==> config.mk <==
export PLATFORM = sky130hd
export DESIGN_NAME = cfg_access_ctrl
export DESIGN_NICKNAME = d
export VERILOG_FILES = /design/src/rtl/cfg_access_pkg.sv /design/src/rtl/cfg_window_timer.sv /design/src/rtl/cfg_lock_store.sv /design/src/rtl/cfg_read_mux.sv /design/src/rtl/cfg_access_ctrl.sv
export SDC_FILE = /design/constraint.sdc
export NUM_CORES = 1
export LEC_CHECK = 0
export BUFFER_PORTS_ARGS = -buffer_cell sky130_fd_sc_hd__buf_2
export CAP_MARGIN = 20
export CELL_PAD_IN_SITES_DETAIL_PLACEMENT = 0
export CELL_PAD_IN_SITES_GLOBAL_PLACEMENT = 1
export CORE_ASPECT_RATIO = 1.75
export CORE_MARGIN = 2
export CORE_UTILIZATION = 26
export DETAILED_ROUTE_END_ITERATION = 8
export MAX_ROUTING_LAYER = met4
export PLACE_DENSITY_LB_ADDON = 0.1
export SYNTH_ARGS = -nofsm -noshare
export SYNTH_HDL_FRONTEND = slang
export SYNTH_SLANG_ARGS = --single-unit
==> constraint.sdc <==
create_clock -name clk -period 2.45 [get_ports clk]
set_clock_uncertainty 0.05 [all_clocks]
set_input_delay 0.245 -clock clk [delete_from_list [all_inputs] [get_ports clk]]
set_output_delay 0.245 -clock clk [all_outputs]
set_load 0.1 [all_outputs]
==> src/rtl/cfg_access_pkg.sv <==
package cfg_access_pkg;
    localparam int unsigned CFG_AW = 16;
    localparam int unsigned CFG_DW = 8;

    localparam logic [CFG_AW-1:0] ADR_FUSE_LO = 16'h0000;
    localparam logic [CFG_AW-1:0] ADR_LOCK    = 16'h0001;
    localparam logic [CFG_AW-1:0] ADR_FUSE_HI = 16'h0003;

    typedef enum logic [2:0] {
        SRC_FLASH,
        SRC_FUSE_LO,
        SRC_LOCK,
        SRC_FUSE_HI,
        SRC_ONES
    } rd_src_e;
endpackage

==> src/rtl/cfg_window_timer.sv <==
module cfg_window_timer #(
    parameter int unsigned RD_WIN = 3,
    parameter int unsigned ST_WIN = 4
) (
    input  logic clk,
    input  logic rst_n,
    input  logic arm_req,
    input  logic consume,
    output logic armed,
    output logic rd_open,
    output logic st_open
);
    localparam int unsigned CW = $clog2(ST_WIN + 1);
    localparam logic [CW-1:0] RD_LIM = CW'(RD_WIN);
    localparam logic [CW-1:0] ST_LIM = CW'(ST_WIN);

    typedef struct packed {
        logic          armed;
        logic [CW-1:0] cnt;
    } win_t;

    win_t st_d, st_q;

    always_comb begin
        st_d = st_q;
        if (arm_req) begin
            st_d.armed = 1'b1;
            st_d.cnt   = CW'(1);
        end else if (st_q.armed) begin
            if (consume || st_q.cnt == ST_LIM) begin
                st_d.armed = 1'b0;
                st_d.cnt   = '0;
            end else begin
                st_d.cnt = st_q.cnt + CW'(1);
            end
        end
    end

    always_ff @(posedge clk or negedge rst_n) begin
        if (!rst_n) st_q <= '0;
        else        st_q <= st_d;
    end

    assign armed   = st_q.armed;
    assign rd_open = st_q.armed && (st_q.cnt <= RD_LIM);
    assign st_open = st_q.armed;


    win_bound_chk: assert property (@(posedge clk) disable iff (!rst_n)
        st_q.armed |-> (st_q.cnt >= CW'(1) && st_q.cnt <= ST_LIM));


    consume_close_chk: assert property (@(posedge clk) disable iff (!rst_n)
        (st_q.armed && consume && !arm_req) |=> !st_q.armed);
endmodule

==> src/rtl/cfg_lock_store.sv <==
module cfg_lock_store #(
    parameter logic [7:0] LOCK_RST = 8'hFF
) (
    input  logic       clk,
    input  logic       rst_n,
    input  logic       wr_en,
    input  logic [7:0] wr_data,
    output logic [7:0] lock_q
);
    logic [7:0] lock_d;
    logic [7:0] keep_mask;

    always_comb begin
        keep_mask = 8'hFF;
        keep_mask[5:2] = wr_data[5:2];
        lock_d = lock_q;
        if (wr_en) lock_d = lock_q & keep_mask;
    end

    always_ff @(posedge clk or negedge rst_n) begin
        if (!rst_n) lock_q <= LOCK_RST;
        else        lock_q <= lock_d;
    end


    lock_no_set_chk: assert property (@(posedge clk) disable iff (!rst_n)
        1'b1 |=> ((lock_q & ~$past(lock_q)) == 8'h00));


    lock_fixed_bits_chk: assert property (@(posedge clk) disable iff (!rst_n)
        1'b1 |=> ($stable(lock_q[7:6]) && $stable(lock_q[1:0])));
endmodule

==> src/rtl/cfg_read_mux.sv <==
module cfg_read_mux
    import cfg_access_pkg::*;
(
    input  logic [CFG_AW-1:0] addr,
    input  logic              redirect,
    input  logic              blocked,
    input  logic [CFG_DW-1:0] flash_rdata,
    input  logic [CFG_DW-1:0] fuse_lo,
    input  logic [CFG_DW-1:0] fuse_hi,
    input  logic [CFG_DW-1:0] lock_val,
    output logic [CFG_DW-1:0] rd_data
);
    rd_src_e src;

    always_comb begin
        if (!redirect)               src = SRC_FLASH;
        else if (blocked)            src = SRC_ONES;
        else if (addr == ADR_FUSE_LO) src = SRC_FUSE_LO;
        else if (addr == ADR_LOCK)    src = SRC_LOCK;
        else if (addr == ADR_FUSE_HI) src = SRC_FUSE_HI;
        else                         src = SRC_ONES;
    end

    always_comb begin
        unique case (src)
            SRC_FLASH:   rd_data = flash_rdata;
            SRC_FUSE_LO: rd_data = fuse_lo;
            SRC_LOCK:    rd_data = lock_val;
            SRC_FUSE_HI: rd_data = fuse_hi;
            default:     rd_data = '1;
        endcase
    end
endmodule

==> src/rtl/cfg_access_ctrl.sv <==
module cfg_access_ctrl
    import cfg_access_pkg::*;
#(
    parameter logic [7:0]  FUSE_LO_VAL = 8'h62,
    parameter logic [7:0]  FUSE_HI_VAL = 8'hD9,
    parameter logic [7:0]  LOCK_RST    = 8'hFF,
    parameter int unsigned RD_WIN      = 3,
    parameter int unsigned ST_WIN      = 4
) (
    input  logic        clk,
    input  logic        rst_n,
    input  logic        ctl_we,
    input  logic [1:0]  ctl_wdata,
    input  logic        rd_stb,
    input  logic        st_stb,
    input  logic [15:0] addr,
    input  logic [7:0]  st_data,
    input  logic        ee_busy,
    input  logic [7:0]  flash_rdata,
    output logic [7:0]  rd_data,
    output logic        cfg_sel,
    output logic [1:0]  ctl_bits,
    output logic [7:0]  lock_byte
);
    logic arm_req, armed, rd_open, st_open;
    logic rd_redir, rd_take, st_take, consume;
    logic [7:0] lock_q;

    always_comb begin
        arm_req  = ctl_we && (ctl_wdata == 2'b11) && !ee_busy;
        rd_redir = rd_stb && rd_open;
        rd_take  = rd_redir && !ee_busy;
        st_take  = st_stb && st_open && !ee_busy;
        consume  = rd_take || st_take;
    end

    cfg_window_timer #(.RD_WIN(RD_WIN), .ST_WIN(ST_WIN)) u_timer (
        .clk     (clk),
        .rst_n   (rst_n),
        .arm_req (arm_req),
        .consume (consume),
        .armed   (armed),
        .rd_open (rd_open),
        .st_open (st_open)
    );

    cfg_lock_store #(.LOCK_RST(LOCK_RST)) u_lock (
        .clk     (clk),
        .rst_n   (rst_n),
        .wr_en   (st_take),
        .wr_data (st_data),
        .lock_q  (lock_q)
    );

    cfg_read_mux u_mux (
        .addr        (addr),
        .redirect    (rd_redir),
        .blocked     (ee_busy),
        .flash_rdata (flash_rdata),
        .fuse_lo     (FUSE_LO_VAL),
        .fuse_hi     (FUSE_HI_VAL),
        .lock_val    (lock_q),
        .rd_data     (rd_data)
    );

    assign cfg_sel   = rd_redir;
    assign ctl_bits  = {armed, armed};
    assign lock_byte = lock_q;


    passthru_chk: assert property (@(posedge clk) disable iff (!rst_n)
        (!armed) |-> (rd_data == flash_rdata && !cfg_sel));


    busy_no_arm_chk: assert property (@(posedge clk) disable iff (!rst_n)
        (ee_busy && !armed) |=> (ctl_bits == 2'b00));


    busy_lock_hold_chk: assert property (@(posedge clk) disable iff (!rst_n)
        ee_busy |=> (lock_byte == $past(lock_byte)));
endmodule

==> flow_summary.yaml <==
critical_path:
  cp_max_fo: 4
  critPathRequiredTime_ns: 2.15
  cp-start-kind: "register"
  critical_path_class: "register to output pin"
  cp-end-kind: "output pin"
  r2r_slack_ns: 0.68
  crit_arrival_ns: 2.09
pwr:
  powerDensity_nw_per_um2: 812
  power_mw: 1.04
  p_leak_nw: 0.591
  irDropWorstVdd_uv: 479
cts:
  cts_tree: "built"
  htree_levels: 1
  clock-root-buffer: "clkbuf_8"
  clk_pin_slew_ns: 0.05
  cts_buffers: 3
  clk_latency_ns: 0.23
  cts_buffer_depth: 2
  clock_sinks: 8
route:
  drt_wl_total_microns: 2240
  vias: 867
  drc: 0
  viasPerCell: 5.10
  ant_nets: 0
  first_pass_iters: 4
  drtIter0Drc: 15
  wire_per_inst_microns: 13.1
sta:
  timing.final.crit_period_ns: 2.39
  drv_slew: 0
  hold_viol: 0
  max_freq_mhz: 419
  holdWs_ns: 0.195
  finalSetupViolCount: 0
  tns_ns: 0
  fin_crit_sh: 0.975
floorplanning:
  start_util: 0.265
  die_w_microns: 44.9
  dieArea_sq_um: 3390
  ioPinCount: 59
  core_area_sq_um: 2860
  die_y_microns: 75.5
  num_rows: 26
global_route:
  grt_max_degree: 10
  grt_pass1_vias: 833
  overflow: 0
  antenna_found_initial: 0
  grt_first_pass_wirelength_microns: 3440
  grt.total_usage: 0.139
worst_hold_path:
  min-delay-path-class: "input pin to register"
synthesis:
  syn_avg_cell_area_sq_um: 8.94
  yosysTopAreaCell: "dfstp_2"
  synth.ff_latch_count: 8
  synth_area_leaders: "dfstp_2 (14%), dfrtp_1 (13%), nor4_4 (8.4%), buf_4 (5.9%), ha_1 (4.9%)"
  synth-edff-count: 0
  ys_async_sr_fraction: 1.00
  yosysUniqueCellTypes: 39
  yosys_warnings: 0
  yosysTopAreaCellShare: 0.138
  synthCells: 85
  synth-main-ff-cell: "dfstp_2"
  syn-cell-area_sq_um: 759
  post-synth-top-count-cell: "nor2_1"
  seq_area_frac_synth: 0.270
  ys_top_cells_by_count: "nor2_1 (9), buf_4 (6), inv_1 (6)"
finish:
  drive_gt1_frac: 0.585
  multi_input_area_sq_um: 552
  post-route-cell-area_sq_um: 1280
  stdcell_count: 170
  nets: 186
  syn2layout_area_growth_pct: 68.0
  num_antenna_cells: 0
  nFillCells: 302
  final-seq-area_sq_um: 205
place:
  port_buffers: 50
  dp_hpwl_microns: 1890
  dpl_cell_area_sq_um: 1150
  placed_cells: 162
  globalplace.congestion: 0.753
flow_run:
  cap_violations: 0
run_status:
  status: "completed"
-- cell usage in the layout (no fill, tap or decap), types with 2 or more instances in the layout --
master	n
a2111oi_2	2
a211o_2	2
a21oi_1	2
a21oi_4	2
a31oi_1	3
buf_12	7
buf_2	42
buf_4	6
clkbuf_8	3
conb_1	4
dfrtp_1	4
dfstp_2	4
ha_1	2
inv_1	6
nand2_1	3
nand2b_1	3
nor2_1	9
nor2b_1	2
nor4_4	3
o21a_1	2
o21ai_0	3
o21ai_2	2
-- worst max-delay path, stage by stage, from the launching register on --
cell and delay [ns]:
dfrtp_1 0.38, ha_2 0.19, ha_1 0.14, nand3b_1 0.16, and4_4 0.26, nand3_2 0.12
a221o_2 0.43, buf_12 0.17
-- through the flow --
step / utilization / setup WS [ns]
floorplan: - / 0.0173
global placement: 0.403 / 0.210
detailed placement: 0.403 / 0.207
CTS: 0.426 / 0.0351
global route: 0.446 / -0.0226
finish: 0.446 / 0.0616
-- metal layers --
metal / global-route usage / up-vias / wire length (microns)
li1: - / 425 / -
met1: 0.122 / 402 / 712
met4: 0.0392 / 0 / 36
met2: 0.290 / 36 / 1340
met5: - / - / 0
met3: 0.0190 / 4 / 146
-- logic make-up after synthesis --
logic type | Yosys count | share of synthesized area
xor+xnor | 1 | 0.0115
fa+ha+maj | 3 | 0.0494
compound gates | 26 | 0.237
buf+inv | 13 | 0.0939
simple gates | 33 | 0.333
flops | 8 | 0.270
other cells | 1 | 0.00494
-- final timing paths --
check / start / to / cells past startpoint
setup / recovery: u_timer.st_q[1] / rd_data[2] / 7
hold / removal: st_data[5] / u_lock.lock_q[5] / 2
setup reg to reg: u_timer.st_q[1] / u_timer.st_q[0] / 6
hold reg to reg: u_lock.lock_q[2] / u_lock.lock_q[2] / 1
max in group asynchronous: rst_n / u_lock.lock_q[2] / 2
min in group asynchronous: rst_n / u_timer.st_q[0] / 2
-- state kept, by name (all words and copies together), names as in the netlist --
register,count
u_timer.armed,1
u_timer.st_q,3
u_lock.lock_q,4
-- where the power goes --
group	switching [mW]	internal, mW	leakage, nW	total (mW)
sequential	0.0276	0.185	0.0936	0.213
clock	0.0547	0.113	0.0228	0.168
combinational	0.458	0.198	0.474	0.656
total	0.540	0.496	0.591	1.04
-- area by class of cell --
cell class                 count  area share
clock buffer                   4      0.0353
inverter                       6      0.0176
multi-input combinational     67       0.432
sequential                     8       0.161
tap                           28      0.0275
timing repair buffer          57       0.326
-- timing repair --
| item | in CTS | in global routing |
|---|---|---|
| resized for setup | 4 | 10 |
| hold buffers | 1 | 0 |
| pin swaps | 0 | 3 |
| hold endpoints to repair | 4 | 0 |
| setup buffers | 0 | 3 |
| setup endpoints to repair | 3 | 8 |
Power figures use the tool's default switching activity.
